**src/rtl/stp_pkg.sv**
```systemverilog
package stp_pkg;

  typedef enum logic {
    DMD_IDLE,
    DMD_LOOKUP
  } dmd_state_e;

  function automatic int wrap_inc(input int v, input int depth);
    return (v == depth - 1) ? 0 : v + 1;
  endfunction

endpackage

```
**src/rtl/stp_addr_fifo.sv**
```systemverilog
module stp_addr_fifo #(
  parameter int AW    = 32,
  parameter int DEPTH = 16,
  localparam int PW   = (DEPTH > 1) ? $clog2(DEPTH) : 1,
  localparam int CW   = $clog2(DEPTH + 1)
) (
  input  logic          clk,
  input  logic          rst,
  input  logic          flush,
  input  logic          push,
  input  logic [AW-1:0] push_addr,
  input  logic          pop,
  output logic          head_valid,
  output logic [AW-1:0] head_addr,
  output logic [CW-1:0] count
);
  import stp_pkg::*;

  logic [AW-1:0] store [DEPTH];
  logic [PW-1:0] rd_ptr, wr_ptr;
  logic          do_pop, do_push;

  assign do_pop     = pop && (count != '0);
  assign do_push    = push && ((count != CW'(DEPTH)) || do_pop);
  assign head_valid = (count != '0);
  assign head_addr  = store[rd_ptr];

  always_ff @(posedge clk) begin
    if (do_push && !flush) store[wr_ptr] <= push_addr;
  end

  always_ff @(posedge clk) begin
    if (rst || flush) begin
      rd_ptr <= '0;
      wr_ptr <= '0;
      count  <= '0;
    end else begin
      if (do_push) wr_ptr <= PW'(wrap_inc(int'(wr_ptr), DEPTH));
      if (do_pop)  rd_ptr <= PW'(wrap_inc(int'(rd_ptr), DEPTH));
      count <= count + CW'(do_push) - CW'(do_pop);
    end
  end


  no_overflow_chk: assert property (@(posedge clk) disable iff (rst)
    count <= CW'(DEPTH));


  full_drop_chk: assert property (@(posedge clk) disable iff (rst)
    (count == CW'(DEPTH) && push && !pop && !flush) |=> count == CW'(DEPTH));

endmodule

```
**src/rtl/stp_line_buf.sv**
```systemverilog
module stp_line_buf #(
  parameter int AW = 32,
  parameter int DW = 64,
  parameter int N  = 8,
  localparam int IW = (N > 1) ? $clog2(N) : 1
) (
  input  logic          clk,
  input  logic          rst,
  input  logic [AW-1:0] q_addr,
  output logic          q_hit,
  input  logic [AW-1:0] d_addr,
  output logic          d_match,
  output logic          d_ready,
  output logic [IW-1:0] d_idx,
  output logic [DW-1:0] d_data,
  input  logic          free_en,
  input  logic [IW-1:0] free_idx,
  output logic          victim_ok,
  output logic [IW-1:0] victim_idx,
  input  logic          alloc_en,
  input  logic [AW-1:0] alloc_addr,
  input  logic          fill_en,
  input  logic [IW-1:0] fill_idx,
  input  logic [DW-1:0] fill_data
);
  logic [N-1:0]  valid, pend;
  logic [AW-1:0] tag   [N];
  logic [DW-1:0] lines [N];
  logic [N-1:0]  older [N];   // older[i][j]: entry i allocated before entry j
  logic [N-1:0]  qmv, dmv, cand, excl;

  for (genvar g = 0; g < N; g++) begin : g_cmp
    assign qmv[g] = valid[g] && (tag[g] == q_addr);
    assign dmv[g] = valid[g] && (tag[g] == d_addr);
  end

  assign q_hit   = |qmv;
  assign d_match = |dmv;
  assign d_ready = d_match && !pend[d_idx];
  assign d_data  = lines[d_idx];

  always_comb begin
    d_idx = '0;
    for (int i = 0; i < N; i++) if (dmv[i]) d_idx = IW'(i);
  end

  always_comb begin
    excl       = free_en ? (N'(1) << free_idx) : '0;
    cand       = valid & ~pend & ~excl;
    victim_ok  = 1'b0;
    victim_idx = '0;
    for (int i = N - 1; i >= 0; i--) begin
      if (cand[i] && (&(older[i] | ~cand | (N'(1) << i)))) begin
        victim_ok  = 1'b1;
        victim_idx = IW'(i);
      end
    end
    for (int i = N - 1; i >= 0; i--) begin
      if (!valid[i]) begin
        victim_ok  = 1'b1;
        victim_idx = IW'(i);
      end
    end
  end

  always_ff @(posedge clk) begin
    if (alloc_en) tag[victim_idx] <= alloc_addr;
    if (fill_en)  lines[fill_idx] <= fill_data;
  end

  always_ff @(posedge clk) begin
    if (rst) begin
      valid <= '0;
      pend  <= '0;
      for (int i = 0; i < N; i++) older[i] <= '0;
    end else begin
      if (free_en) valid[free_idx] <= 1'b0;
      if (fill_en) pend[fill_idx]  <= 1'b0;
      if (alloc_en) begin
        valid[victim_idx] <= 1'b1;
        pend[victim_idx]  <= 1'b1;
        for (int j = 0; j < N; j++) older[j][victim_idx] <= 1'b1;
        older[victim_idx] <= '0;
      end
    end
  end


  uniq_match_chk: assert property (@(posedge clk) disable iff (rst)
    $onehot0(dmv));


  fill_pending_chk: assert property (@(posedge clk) disable iff (rst)
    fill_en |-> (valid[fill_idx] && pend[fill_idx]));

endmodule

```
**src/rtl/stp_stream_engine.sv**
```systemverilog
module stp_stream_engine #(
  parameter int AW       = 32,
  parameter int DW       = 64,
  parameter int AQ_DEPTH = 16,
  parameter int PB_LINES = 8,
  parameter int REFILL_N = 8,
  parameter int LOW_MARK = 8,
  localparam int TW = (PB_LINES > 1) ? $clog2(PB_LINES) : 1,
  localparam int CW = $clog2(AQ_DEPTH + 1),
  localparam int RW = $clog2(REFILL_N + 1)
) (
  input  logic          clk,
  input  logic          rst,
  input  logic          stream_start,
  input  logic          hist_valid,
  input  logic [AW-1:0] hist_addr,
  output logic          refill_req,
  output logic          mem_req_valid,
  input  logic          mem_req_ready,
  output logic [AW-1:0] mem_req_addr,
  output logic [TW-1:0] mem_req_tag,
  input  logic          mem_rsp_valid,
  input  logic [TW-1:0] mem_rsp_tag,
  input  logic [DW-1:0] mem_rsp_data,
  input  logic          dmd_valid,
  input  logic [AW-1:0] dmd_addr,
  output logic          dmd_resp_valid,
  output logic          dmd_resp_hit,
  output logic [DW-1:0] dmd_resp_data
);
  import stp_pkg::*;

  logic          head_valid, q_hit, can_issue, issue, dup_drop;
  logic [AW-1:0] head_addr;
  logic [CW-1:0] q_count;
  logic          d_match, d_ready, victim_ok;
  logic [TW-1:0] d_idx, victim_idx;
  logic [DW-1:0] d_data;
  logic          active, refill_out;
  logic [RW-1:0] rx_cnt;
  dmd_state_e    dmd_state;
  logic [AW-1:0] dmd_addr_q;
  logic          resolve_hit, resolve_miss;

  assign can_issue = !mem_req_valid || mem_req_ready;
  assign dup_drop  = head_valid && q_hit && !stream_start;
  assign issue     = head_valid && !q_hit && can_issue && victim_ok && !stream_start;

  stp_addr_fifo #(.AW(AW), .DEPTH(AQ_DEPTH)) u_queue (
    .clk        (clk),
    .rst        (rst),
    .flush      (stream_start),
    .push       (hist_valid),
    .push_addr  (hist_addr),
    .pop        (issue || dup_drop),
    .head_valid (head_valid),
    .head_addr  (head_addr),
    .count      (q_count)
  );

  assign resolve_hit  = (dmd_state == DMD_LOOKUP) && d_ready;
  assign resolve_miss = (dmd_state == DMD_LOOKUP) && !d_match;

  stp_line_buf #(.AW(AW), .DW(DW), .N(PB_LINES)) u_lines (
    .clk        (clk),
    .rst        (rst),
    .q_addr     (head_addr),
    .q_hit      (q_hit),
    .d_addr     (dmd_addr_q),
    .d_match    (d_match),
    .d_ready    (d_ready),
    .d_idx      (d_idx),
    .d_data     (d_data),
    .free_en    (resolve_hit),
    .free_idx   (d_idx),
    .victim_ok  (victim_ok),
    .victim_idx (victim_idx),
    .alloc_en   (issue),
    .alloc_addr (head_addr),
    .fill_en    (mem_rsp_valid),
    .fill_idx   (mem_rsp_tag),
    .fill_data  (mem_rsp_data)
  );

  // Prefetch read request register
  always_ff @(posedge clk) begin
    if (rst) begin
      mem_req_valid <= 1'b0;
      mem_req_addr  <= '0;
      mem_req_tag   <= '0;
    end else if (issue) begin
      mem_req_valid <= 1'b1;
      mem_req_addr  <= head_addr;
      mem_req_tag   <= victim_idx;
    end else if (mem_req_ready) begin
      mem_req_valid <= 1'b0;
    end
  end

  // Refill request toward the history reader
  always_ff @(posedge clk) begin
    if (rst) begin
      active     <= 1'b0;
      refill_out <= 1'b0;
      refill_req <= 1'b0;
      rx_cnt     <= '0;
    end else if (stream_start) begin
      active     <= 1'b1;
      refill_out <= 1'b0;
      refill_req <= 1'b0;
      rx_cnt     <= '0;
    end else begin
      refill_req <= 1'b0;
      if (refill_out) begin
        if (hist_valid) begin
          if (rx_cnt == RW'(REFILL_N - 1)) begin
            refill_out <= 1'b0;
            rx_cnt     <= '0;
          end else begin
            rx_cnt <= rx_cnt + 1'b1;
          end
        end
      end else if (active && (q_count <= CW'(LOW_MARK))) begin
        refill_req <= 1'b1;
        refill_out <= 1'b1;
        rx_cnt     <= '0;
      end
    end
  end

  // Demand lookup
  always_ff @(posedge clk) begin
    if (rst) begin
      dmd_state      <= DMD_IDLE;
      dmd_addr_q     <= '0;
      dmd_resp_valid <= 1'b0;
      dmd_resp_hit   <= 1'b0;
      dmd_resp_data  <= '0;
    end else begin
      dmd_resp_valid <= 1'b0;
      if (dmd_state == DMD_LOOKUP) begin
        if (resolve_hit || resolve_miss) begin
          dmd_state      <= DMD_IDLE;
          dmd_resp_valid <= 1'b1;
          dmd_resp_hit   <= resolve_hit;
          dmd_resp_data  <= resolve_hit ? d_data : '0;
        end
      end else if (dmd_valid) begin
        dmd_state  <= DMD_LOOKUP;
        dmd_addr_q <= dmd_addr;
      end
    end
  end


  refill_pulse_chk: assert property (@(posedge clk) disable iff (rst)
    refill_req |=> !refill_req);


  req_hold_chk: assert property (@(posedge clk) disable iff (rst)
    (mem_req_valid && !mem_req_ready) |=>
      (mem_req_valid && $stable(mem_req_addr) && $stable(mem_req_tag)));


  inflight_wait_chk: assert property (@(posedge clk) disable iff (rst)
    ((dmd_state == DMD_LOOKUP) && d_match && !d_ready) |=> !dmd_resp_valid);


  resp_pulse_chk: assert property (@(posedge clk) disable iff (rst)
    dmd_resp_valid |=> !dmd_resp_valid);

endmodule

```
**config.mk**
```make
export PLATFORM = sky130hd
export DESIGN_NAME = stp_stream_engine
export DESIGN_NICKNAME = d
export VERILOG_FILES = /design/src/rtl/stp_pkg.sv /design/src/rtl/stp_addr_fifo.sv /design/src/rtl/stp_line_buf.sv /design/src/rtl/stp_stream_engine.sv
export SDC_FILE = /design/constraint.sdc
export NUM_CORES = 2
export LEC_CHECK = 0
export ABC_CLOCK_PERIOD_IN_PS = 9450
export BUFFER_PORTS_ARGS = -buffer_cell sky130_fd_sc_hd__buf_2
export CAP_MARGIN = 30
export CORE_MARGIN = 2
export CORE_UTILIZATION = 55
export CTS_BUF_LIST = sky130_fd_sc_hd__clkbuf_8
export DETAILED_ROUTE_END_ITERATION = 16
export PLACE_DENSITY = 0.72
export SYNTH_ARGS = -nofsm -noshare
export SYNTH_HDL_FRONTEND = slang
export SYNTH_SLANG_ARGS = --single-unit
```
**constraint.sdc**
```tcl
create_clock -name clk -period 9.45 [get_ports clk]
set_clock_uncertainty 0.05 [all_clocks]
set_input_delay 2.835 -clock clk [delete_from_list [all_inputs] [get_ports clk]]
set_output_delay 2.835 -clock clk [all_outputs]
set_load 0.02 [all_outputs]
```
==> run summary <==
status -> finished clean
Initial DRC Count -> 3699
area grow syn2layout -> 12.2%
sw frac -> 0.246
dpl ws -> 1.80 ns
count of different cell masters after synthesis -> 92
Longest Clk Path Bufs -> 3
Slew Limit Fails -> 0
filler instances -> 8515
crit end category -> flip-flop
TritonCTS clock tree -> yes
antenna violations before repair -> 24
core area -> 0.114 mm2
Final ANT Viol Nets -> 0
Yosys warning total -> 0
port bufs -> 240
routed vias -> 37500
post-route setup slack -> 1.80 ns
asr flop ratio synth -> 0
Clk pin slew, worst setup/hold paths -> 0.06 ns
worst-path maximum fanout -> 41
largest net degree at the start of global routing -> 145
Post-synth EDFFs -> 1280
Seq pwr share -> 0.545
fin crit share -> 0.810
most common library cells after synthesis -> edfxtp_1 (1280), nand2_1 (329), mux2i_1 (293), xnor2_1 (282), xor2_1 (234)
Clk pwr share -> 0.376
arrival time worst endpoint -> 8.09 ns
Internal -> 10500 uW
number of global-route vias before repair -> 36900
final instance area -> 0.0710 mm2
most frequent CP cell -> nor4_1
max-cap violations -> 0
critical path type -> flip-flop to flip-flop
register bit total from synthesis -> 1511
Detailed Place HPWL -> 102 mm
Yosys top cell by area -> edfxtp_1
Avg Inst Size Synth -> 15.3 um2
Root Driver -> clkbuf_8
H-tree Lvls -> 4
Rows -> 124
DRT Pass-1 Iters -> 8
CTS Buf Count -> 231
share of cells above drive strength 1 -> 0.205
Sink Count -> 1511
initial core utilization -> 0.554
drt wl/cell -> 26.7 um
number of setup violations in the final report -> 0
slowest cell delay on critical path -> 0.90 ns
Comb power frac -> 0.079
Hold Crit Class -> flip-flop to flip-flop
top_reg_cell synth -> edfxtp_1
Layout Utilization -> 0.622
DRC violations left -> 0
Netlist Area Pre-Place -> 0.0633 mm2
Max VDD drop -> 0.000182 V
# Post-CTS Setup Buffers -> 0
P_leak -> 0.0235 uW
quantity of gates resized following cts -> 0
Relative slew margins -> 0.178
top post-synthesis cells by area -> edfxtp_1 (61%), dfxtp_1 (7.3%), mux4_2 (5.7%)
die extent in x -> 343 um
Total GRT Usage -> 0.279
critical-path cell list -> buf_4, mux4_2, mux4_2, xnor2_1, nand4_1, nor4_1, nand4_1, nor4_1, or4_1, nor4_1, nand2_1, a31oi_4, o21ai_1, nor4_1, and2_2
Yosys top cell area share -> 0.607
Slowest cell on crit path -> dfxtp_4
sequential fraction of the synthesis area -> 0.680
Final Routed Wirelength -> 165 mm
GP Congestion -> 0.952
Psw -> 3410 uW
Setup TNS -> 0 ns
I/O pin total -> 241
Die Y -> 343 um
Hold Vio Cnt, Final -> 0
worst path required time -> 9.89 ns
unrepaired setup endpoints after global routing -> false
Tmin final -> 7.65 ns
count leader, synth -> edfxtp_1
grt ovf -> 0
Max Clk Rate -> 131 MHz
Clock Latency Late Sink -> 0.91 ns
Worst-Margin Slew -> 1.23 ns
DR vias/cell -> 6.05
first-pass GRT wire length -> 240 mm
# hold bufs at CTS -> 0
dpl cell area -> 0.0663 mm2
Syn Nets -> 4286
power per cell area -> 196 mW/mm2
Nets -> 4624
crit path launch type -> flip-flop
Synth Instances -> 4133
DIE AREA -> 0.118 mm2
[power by group through the flow]
stage               combinational (uW)  sequential (uW)  clock, uW
finish                            1100             7570       5220
global route                      1170             7580       5610
CTS                               1090             7570       5320
detailed placement                1080             7700          0
global placement                  1070             7700          0
floorplan                          686             7670          0
[kinds of logic (layout without fill, tap and decap cells)]
group | Yosys count | count (layout) | share of synthesized area
other cells | 0 | 4 | 0
compound gates | 424 | 424 | 0.0405
flops | 1511 | 1511 | 0.680
buf+inv | 273 | 815 | 0.0199
xor+xnor | 516 | 516 | 0.0714
simple gates | 875 | 875 | 0.0699
mux | 519 | 519 | 0.115
fa+ha+maj | 15 | 15 | 0.00308
[stage by stage]
stage	total power [uW]	std cells	hold slack, ns
floorplan	8360	4133	0.378
finish	13900	6191	0.408
global route	14400	6190	0.429
detailed placement	8780	5744	0.398
CTS	14000	6181	0.411
global placement	8770	5735	0.389
[sequential cells by signal (all words and copies together) (netlist names), 3 cells and up, named ones only]
name,flops
rx_cnt,4
mem_req_addr,32
u_queue.store,512
u_lines.tag,256
dmd_resp_data,64
u_lines.older,56
u_lines.valid,8
u_lines.lines,512
mem_req_tag,3
u_queue.wr_ptr,4
u_queue.rd_ptr,4
u_queue.count,5
u_lines.pend,8
dmd_addr_q,32
[area by class of cell]
class / count / area, um2 / share of cell area
well taps: 1512 / 1890 / 0.0266
multi-input cells: 2349 / 19100 / 0.269
flip-flops and latches: 1511 / 43100 / 0.607
diodes: 4 / 10.0 / 0.000141
inverters: 32 / 120 / 0.00169
clock buffers: 254 / 3500 / 0.0492
clock inverters: 183 / 1030 / 0.0145
repair buffers: 346 / 2270 / 0.0319
[cell usage in the layout, fill, tap and decap left out, types with 7 or more instances in the layout]
cell type  instances
nor4_1           108
nor4b_1           10
clkinv_1          46
nand3_1          106
edfxtp_1        1280
mux2i_1          293
buf_2            239
clkinv_2          28
nor3_1            30
nand4b_1           7
clkbuf_8         254
ha_1              14
dfxtp_1          227
mux2_2            65
or3_1              9
o21ai_1            7
o21ai_0          157
nand4_1           90
and2_2             9
nand2b_1          13
o22ai_1           20
nor2b_1            8
a31o_1             8
nor2_1            87
or4_1              7
buf_4             88
nand2_1          328
a21oi_1          149
buf_12            11
o211ai_1           9
nor3_2             8
inv_1            116
mux4_2           160
xnor2_1          282
xor2_1           234
[worst paths after layout]
kind / depth (start not counted) / to / start / slack [ns]
min: 1 / u_lines.older[7][3] / u_lines.older[7][3] / 0.41
max: 15 / u_queue.store[3][5] / flip-flop / 1.80
max reg2reg: 15 / u_queue.store[3][5] / flip-flop / 1.80
min reg2reg: 1 / u_lines.older[7][3] / u_lines.older[7][3] / 0.41
[worst max-delay path: cells and delay by family (launching register included)]
family,cells,cell delay (ns)
multiplexers,2,1.37
AND/OR/NAND/NOR,9,3.33
buffers and inverters,1,0.46
XOR/XNOR,1,0.24
AO/OA/AOI/OAI,2,0.80
flip-flops,1,0.90
[layer usage]
layer | part of all wire | up-vias | track usage | wire length, um
li1 | - | 16400 | - | -
met1 | 0.41 | 18900 | 0.386 | 67300
met2 | 0.47 | 1834 | 0.444 | 78200
met3 | 0.085 | 353 | 0.0512 | 14000
met4 | 0.036 | 14 | 0.108 | 5890
met5 | 0.00060 | - | 0 | 100
(Power assumes the default switching activity.)
